`config.mk`:
```
export PLATFORM = sky130hd
export DESIGN_NAME = freqword_calc
export DESIGN_NICKNAME = d
export VERILOG_FILES = /design/src/rtl/freqword_pkg.sv /design/src/rtl/freqword_table.sv /design/src/rtl/freqword_divider.sv /design/src/rtl/freqword_packer.sv /design/src/rtl/freqword_calc.sv
export SDC_FILE = /design/constraint.sdc
export NUM_CORES = 2
export LEC_CHECK = 0
export BUFFER_PORTS_ARGS = -buffer_cell sky130_fd_sc_hd__buf_2
export CAP_MARGIN = 40
export CELL_PAD_IN_SITES_DETAIL_PLACEMENT = 0
export CELL_PAD_IN_SITES_GLOBAL_PLACEMENT = 2
export CORE_UTILIZATION = 32
export DETAILED_ROUTE_END_ITERATION = 10
export PLACE_DENSITY = 0.72
export SYNTH_ARGS = -nofsm -noshare
export SYNTH_HDL_FRONTEND = slang
export SYNTH_HIERARCHICAL = 1
export SYNTH_SLANG_ARGS = --single-unit
```
`constraint.sdc`:
```
create_clock -name clk -period 9.4 [get_ports clk]
set_input_delay 1.41 -clock clk [delete_from_list [all_inputs] [get_ports clk]]
set_output_delay 1.41 -clock clk [all_outputs]
set_load 0.1 [all_outputs]
```
`src/rtl/freqword_pkg.sv`:
```
package freqword_pkg;

    localparam int BAND_N  = 24;
    localparam int BAND_W  = $clog2(BAND_N);
    localparam int FREQ_W  = 32;
    localparam int CONST_W = 32;
    localparam int INT_W   = 10;
    localparam int FRAC_W  = 28;
    localparam int MULT_W  = INT_W + FRAC_W;
    // the band constant carries an extra x256 factor
    localparam int SCALE_SH = FRAC_W + 8;
    localparam int HSI_W   = 3;
    localparam int N1_W    = 7;
    localparam int IMG_W   = 48;

    typedef struct packed {
        logic [CONST_W-1:0] k;
        logic [HSI_W-1:0]   hs_idx;
        logic [N1_W-1:0]    n1m1;
    } band_entry_t;

    typedef enum logic [1:0] {
        ST_IDLE   = 2'd0,
        ST_SEARCH = 2'd1,
        ST_DIVIDE = 2'd2
    } calc_state_t;

    // lower limit of a band in Hz; index BAND_N gives the top of the range
    function automatic logic [FREQ_W-1:0] band_floor_hz(input logic [BAND_W-1:0] b);
        int mhz;
        case (b)
            5'd0:  mhz = 10;   5'd1:  mhz = 11;   5'd2:  mhz = 12;
            5'd3:  mhz = 13;   5'd4:  mhz = 15;   5'd5:  mhz = 17;
            5'd6:  mhz = 19;   5'd7:  mhz = 21;   5'd8:  mhz = 23;
            5'd9:  mhz = 25;   5'd10: mhz = 28;   5'd11: mhz = 32;
            5'd12: mhz = 36;   5'd13: mhz = 41;   5'd14: mhz = 47;
            5'd15: mhz = 54;   5'd16: mhz = 61;   5'd17: mhz = 70;
            5'd18: mhz = 81;   5'd19: mhz = 90;   5'd20: mhz = 101;
            5'd21: mhz = 111;  5'd22: mhz = 128;  5'd23: mhz = 135;
            default: mhz = 157;
        endcase
        return FREQ_W'(mhz * 1_000_000);
    endfunction

endpackage

```
`src/rtl/freqword_table.sv`:
```
module freqword_table
    import freqword_pkg::*;
#(
    parameter int N  = BAND_N,
    parameter int IW = BAND_W
) (
    input  logic        clk,
    input  logic        rst_n,
    input  logic        we,
    input  logic [IW-1:0] wr_idx,
    input  band_entry_t wr_entry,
    input  logic [IW-1:0] rd_idx,
    output band_entry_t rd_entry
);

    band_entry_t tab_d [N];
    band_entry_t tab_q [N];

    always_comb begin
        for (int i = 0; i < N; i++) begin
            tab_d[i] = tab_q[i];
            if (we && (wr_idx == IW'(i))) tab_d[i] = wr_entry;
        end
    end

    always_ff @(posedge clk) begin
        for (int i = 0; i < N; i++) begin
            if (!rst_n) tab_q[i] <= '0;
            else        tab_q[i] <= tab_d[i];
        end
    end

    always_comb begin
        rd_entry = '0;
        for (int i = 0; i < N; i++)
            if (rd_idx == IW'(i)) rd_entry = tab_q[i];
    end

endmodule

```
`src/rtl/freqword_divider.sv`:
```
module freqword_divider #(
    parameter int DVS_W = 32,
    parameter int Q_W   = 38
) (
    input  logic             clk,
    input  logic             rst_n,
    input  logic             load,
    input  logic [DVS_W-1:0] rem_init,
    input  logic [Q_W-1:0]   tail_init,
    input  logic [DVS_W-1:0] divisor,
    output logic [Q_W-1:0]   quot,
    output logic             fin
);

    localparam int CW = $clog2(Q_W);

    typedef struct packed {
        logic [DVS_W-1:0] rem;
        logic [Q_W-1:0]   tail;
        logic [Q_W-1:0]   quot;
        logic [DVS_W-1:0] dvs;
        logic [CW-1:0]    cnt;
        logic             active;
        logic             fin;
    } div_state_t;

    div_state_t s_d, s_q;
    logic [DVS_W:0] trial;

    always_comb begin
        s_d     = s_q;
        s_d.fin = 1'b0;
        trial   = {s_q.rem, s_q.tail[Q_W-1]};
        if (load) begin
            s_d.rem    = rem_init;
            s_d.tail   = tail_init;
            s_d.quot   = '0;
            s_d.dvs    = divisor;
            s_d.cnt    = '0;
            s_d.active = 1'b1;
        end else if (s_q.active) begin
            if (trial >= {1'b0, s_q.dvs}) begin
                s_d.rem  = trial[DVS_W-1:0] - s_q.dvs;
                s_d.quot = {s_q.quot[Q_W-2:0], 1'b1};
            end else begin
                s_d.rem  = trial[DVS_W-1:0];
                s_d.quot = {s_q.quot[Q_W-2:0], 1'b0};
            end
            s_d.tail = s_q.tail << 1;
            s_d.cnt  = s_q.cnt + 1'b1;
            if (s_q.cnt == CW'(Q_W - 1)) begin
                s_d.active = 1'b0;
                s_d.fin    = 1'b1;
            end
        end
    end

    always_ff @(posedge clk) begin
        if (!rst_n) s_q <= '0;
        else        s_q <= s_d;
    end

    assign quot = s_q.quot;
    assign fin  = s_q.fin;


    fin_once_chk: assert property (@(posedge clk) disable iff (!rst_n)
        s_q.fin |=> !s_q.fin);


    fin_after_run_chk: assert property (@(posedge clk) disable iff (!rst_n)
        s_q.fin |-> !s_q.active);

endmodule

```
`src/rtl/freqword_packer.sv`:
```
module freqword_packer
    import freqword_pkg::*;
(
    input  logic [HSI_W-1:0]  hs_idx,
    input  logic [N1_W-1:0]   n1m1,
    input  logic [MULT_W-1:0] mult,
    output logic [IMG_W-1:0]  img
);

    always_comb begin
        img          = '0;
        img[47:45]   = hs_idx;
        img[44:40]   = n1m1[6:2];
        img[39:38]   = n1m1[1:0];
        img[37:0]    = mult;
    end

endmodule

```
`src/rtl/freqword_calc.sv`:
```
module freqword_calc
    import freqword_pkg::*;
#(
    parameter logic [FREQ_W-1:0] FREQ_LO = 32'd10_000_000,
    parameter logic [FREQ_W-1:0] FREQ_HI = 32'd157_000_000
) (
    input  logic                clk,
    input  logic                rst_n,
    input  logic                start_i,
    input  logic [FREQ_W-1:0]   freq_i,
    input  logic                tbl_we_i,
    input  logic [BAND_W-1:0]   tbl_idx_i,
    input  logic [CONST_W-1:0]  tbl_k_i,
    input  logic [HSI_W-1:0]    tbl_hs_idx_i,
    input  logic [N1_W-1:0]     tbl_n1m1_i,
    output logic [IMG_W-1:0]    img_o,
    output logic [BAND_W-1:0]   band_o,
    output logic                done_o,
    output logic                err_o
);

    localparam int WIDE_W = FREQ_W + SCALE_SH;

    typedef struct packed {
        calc_state_t        st;
        logic [FREQ_W-1:0]  freq;
        logic [BAND_W-1:0]  idx;
        logic [HSI_W-1:0]   hs_idx;
        logic [N1_W-1:0]    n1m1;
        logic [IMG_W-1:0]   img;
        logic [BAND_W-1:0]  band;
        logic               done;
        logic               err;
    } calc_regs_t;

    calc_regs_t r_d, r_q;

    band_entry_t        wr_entry, rd_entry;
    logic               div_load, div_fin;
    logic [MULT_W-1:0]  div_quot;
    logic [WIDE_W-1:0]  wide;
    logic [CONST_W-1:0] rem_init;
    logic [MULT_W-1:0]  tail_init;
    logic [IMG_W-1:0]   packed_img;
    logic               step_up;

    assign wr_entry = '{k: tbl_k_i, hs_idx: tbl_hs_idx_i, n1m1: tbl_n1m1_i};

    freqword_table u_table (
        .clk      (clk),
        .rst_n    (rst_n),
        .we       (tbl_we_i),
        .wr_idx   (tbl_idx_i),
        .wr_entry (wr_entry),
        .rd_idx   (r_q.idx),
        .rd_entry (rd_entry)
    );

    // dividend is F << SCALE_SH; the part above the quotient width seeds the remainder
    assign wide      = {r_q.freq, {SCALE_SH{1'b0}}};
    assign rem_init  = CONST_W'(wide[WIDE_W-1:MULT_W]);
    assign tail_init = wide[MULT_W-1:0];

    freqword_divider #(.DVS_W(CONST_W), .Q_W(MULT_W)) u_div (
        .clk       (clk),
        .rst_n     (rst_n),
        .load      (div_load),
        .rem_init  (rem_init),
        .tail_init (tail_init),
        .divisor   (rd_entry.k),
        .quot      (div_quot),
        .fin       (div_fin)
    );

    freqword_packer u_pack (
        .hs_idx (r_q.hs_idx),
        .n1m1   (r_q.n1m1),
        .mult   (div_quot),
        .img    (packed_img)
    );

    always_comb begin
        r_d      = r_q;
        r_d.done = 1'b0;
        r_d.err  = 1'b0;
        div_load = 1'b0;
        step_up  = (r_q.idx < BAND_W'(BAND_N - 1)) &&
                   (r_q.freq >= band_floor_hz(r_q.idx + 1'b1));
        case (r_q.st)
            ST_IDLE: begin
                if (start_i) begin
                    if (freq_i >= FREQ_LO && freq_i < FREQ_HI) begin
                        r_d.freq = freq_i;
                        r_d.idx  = '0;
                        r_d.st   = ST_SEARCH;
                    end else begin
                        r_d.err = 1'b1;
                    end
                end
            end
            ST_SEARCH: begin
                if (step_up) begin
                    r_d.idx = r_q.idx + 1'b1;
                end else begin
                    div_load   = 1'b1;
                    r_d.hs_idx = rd_entry.hs_idx;
                    r_d.n1m1   = rd_entry.n1m1;
                    r_d.st     = ST_DIVIDE;
                end
            end
            ST_DIVIDE: begin
                if (div_fin) begin
                    r_d.img  = packed_img;
                    r_d.band = r_q.idx;
                    r_d.done = 1'b1;
                    r_d.st   = ST_IDLE;
                end
            end
            default: r_d.st = ST_IDLE;
        endcase
    end

    always_ff @(posedge clk) begin
        if (!rst_n) r_q <= '0;
        else        r_q <= r_d;
    end

    assign img_o  = r_q.img;
    assign band_o = r_q.band;
    assign done_o = r_q.done;
    assign err_o  = r_q.err;


    done_pulse_chk: assert property (@(posedge clk) disable iff (!rst_n)
        r_q.done |=> !r_q.done);


    err_excl_chk: assert property (@(posedge clk) disable iff (!rst_n)
        !(r_q.done && r_q.err));


    img_hold_chk: assert property (@(posedge clk) disable iff (!rst_n)
        !r_q.done |-> ($stable(r_q.img) && $stable(r_q.band)));


    search_floor_chk: assert property (@(posedge clk) disable iff (!rst_n)
        (r_q.st == ST_SEARCH) |-> (r_q.freq >= band_floor_hz(r_q.idx)));


    band_range_chk: assert property (@(posedge clk) disable iff (!rst_n)
        r_q.done |-> (r_q.band < BAND_W'(BAND_N)));

endmodule

```
==> results by group <==
Clocking
  • Sink Count: 1,260
  • Skew-Pair Late Insertion Delay: 0.81 ns
  • Maximum root-to-sink buffer count: 3
  • CTS buffer count: 153
  • Clock-pin transition on the worst setup and hold timing paths: 0.06 ns
  • Deepest level of the CTS H-tree: 4
  • CTS root buf: clkbuf_16
  • TritonCTS clock tree: built
  • Cts hold-fix bufs: 0

Die
  • Die area: 0.198 mm²
  • Die Y: 445 µm
  • Row count: 162
  • Initial Utilization: 32.2%
  • Core Region: 0.195 mm²
  • IO Count: 138
  • Width of the die: 445 µm

Placed design
  • Post-DP Area: 0.0651 mm²
  • Placer Congestion: 0.860
  • Post-DP HPWL: 160 mm
  • Port Buffers: 137

Timing
  • Max_slew headroom: 23.3%
  • Skew final: 0.0231 ns
  • Worst Max-Slew Pin Slew: 1.15 ns
  • Min Tclk post-route: 8.82 ns
  • Period utilization: 93.8%
  • Final setup fails: 0
  • RSZ-0062 raised after global routing: false
  • Final hold violations: 0
  • Peak Freq: 113 MHz
  • Final hold slack: 0.449 ns
  • Max-slew violation count: 0
  • Setup_tns: 0 ns

GRT
  • Largest net degree at the start of global routing: 236
  • Initial antenna violation count: 27
  • GR Overflow Total: 0
  • Total track usage: 25.8%
  • First-pass GRT wire length: 378 mm
  • Vias in the first global route: 52.3k

Setup path
  • Crit path DAT: 9.56 ns
  • WP buf/inv: 4
  • Req. time, crit path: 10.15 ns
  • Crit end category: register
  • Critical-path top delay cell: fa_1
  • CP Class: register to register
  • CP max FO: 12
  • CP delay by family, top: adder cells
  • Most frequent CP cell: ha_1
  • CP max stage delay: 0.53 ns
  • Crit start category: register

Synthesis
  • Post-synth ARST share: 0%
  • Mapped cell area: 0.0628 mm²
  • Synth unique cells: 110
  • Syn Inst Count: 7,795
  • Synthesis Warnings: 6
  • Most common cell in the synthesized netlist: nand2_1
  • Number of enable flip-flop cells after synthesis: 0
  • Synth top area share: 40.1%
  • Synth Flop Type: dfxtp_1
  • Seq cells post-synth: 1,260
  • Seq/Total Area, Yosys: 40.1%
  • Post-synth top cells: 2,367 x nand2_1, 1,260 x dfxtp_1, 1,010 x a21boi_0
  • Synth area leader: dfxtp_1
  • Synth top area cells: dfxtp_1 40%, nand2_1 14%, a21boi_0 12%
  • Mean Syn Cell Area: 8.06 µm²

Flow run
  • Maxcap violations: 0

Hold path
  • Hold crit path type: register to register

Drt
  • Wirelength per Cell: 25.7 µm
  • Total Wirelength: 263 mm
  • Drt first pass iters: 6
  • Drt first-iter violations: 5,169
  • Vias: 55.3k
  • DRT antenna net count: 0
  • DR vias/cell: 5.39
  • Post-route DRC violation count: 0

Status
  • Outcome: finished, final reports clean

Layout
  • Final Instance Area: 0.0703 mm²
  • Layout area overhead: 11.9%
  • Ratio of cells with drive above 1 in the final layout: 9.79%
  • Net count, final: 7,772
  • Fillers: 20.2k

Power and ir drop
  • Worst vdd ir: 0.000200 V
  • Areal power density over the cells: 170 mW/mm²
  • P_leak: 24.4 nW
## cell families (layout without fill, tap and decap cells)
| family | after synthesis | after routing | share of synthesized area [%] |
|---|---|---|---|
| AO/OA/AOI/OAI | 2101 | 2101 | 23.7 |
| XOR/XNOR | 45 | 45 | 0.627 |
| adder cells (fa/ha/maj) | 175 | 175 | 3.69 |
| buffers and inverters | 896 | 691 | 6.70 |
| flip-flops | 1260 | 1260 | 40.1 |
| multiplexers | 316 | 316 | 5.70 |
| other | 1 | 50 | 0.00597 |
| AND/OR/NAND/NOR | 3001 | 3001 | 19.4 |
## sequential cells by signal (all words and copies together) (netlist names), 5 cells and up
signal / cells
img_o: 48
u_div/quot: 38
band_o: 5
u_div/s_q: 109
r_q: 49
u_table/tab_q: 1008
## cells in the final DEF, fill, tap and decap left out, types with 39 or more instances in the layout
cell,n
a211oi_1,47
a21boi_0,1010
a21o_1,58
a21oi_1,285
a221oi_1,56
buf_2,144
buf_4,141
clkbuf_16,163
dfxtp_1,1254
ha_1,158
inv_1,104
mux2_2,52
mux2i_1,235
nand2_1,2348
nand3_1,59
nor2_1,251
nor2b_1,61
nor3_1,43
o211a_1,49
o21ai_0,191
o221ai_1,39
o22ai_1,69
## metal layers
layer,track usage (%),wire length [µm],vias up
li1,-,-,25800
met3,3.64,16200,411
met5,0,77,-
met2,41.4,120000,1812
met1,35.4,119000,27300
met4,8.29,8020,10
## final cells by class
type | count | area, µm² | area share, %
clock inverter | 34 | 385 | 0.548
inverter | 109 | 412 | 0.586
sequential | 1260 | 25200 | 35.9
antenna | 12 | 30.0 | 0.0427
multi-input combinational | 5676 | 33900 | 48.2
tap | 2624 | 3280 | 4.67
clock buffer | 234 | 4680 | 6.65
timing repair buffer | 314 | 2370 | 3.37
## worst reg2reg max path: cells and delay by family, from the launching register on
kind,cells,cell delay [ns]
fa+ha+maj,9,3.06
simple gates,10,1.71
flops,1,0.39
compound gates,9,2.02
mux,2,0.48
buf+inv,4,0.57
xor+xnor,3,0.50
## power by group
| group | leakage (nW) | internal [W] | total [W] | switching, W |
|---|---|---|---|---|
| Clock | 2.50 | 0.00358 | 0.00606 | 0.00247 |
| Sequential | 10.2 | 0.00538 | 0.00540 | 0.0000198 |
| Combinational | 11.7 | 0.000157 | 0.000523 | 0.000366 |
## repair_timing
action,CTS,global route
setup endpoints to repair,0,116
gates resized for setup,0,10
setup buffers,0,3
## worst paths after layout
path | start | endpoint | slack, ns | cells after the start
worst min register to register | img_o[0] | img_o[0] | 0.45 | 2
worst max-delay path | r_q[66] | u_div/s_q[144] | 0.58 | 37
worst max register to register | r_q[66] | u_div/s_q[144] | 0.58 | 37
worst min-delay path | img_o[0] | img_o[0] | 0.45 | 2
## metrics by stage
stage	util (%)	setup WS, ns	std cells	power, W
floorplan	-	0.430	7832	0.00582
global placement	33.2	0.106	9948	0.00602
detailed placement	33.4	0.0731	9977	0.00603
CTS	36.0	0.0291	10200	0.0121
global route	36.1	0.00687	10300	0.0123
finish	36.1	0.585	10300	0.0120
Power figures use the tool's default switching activity.
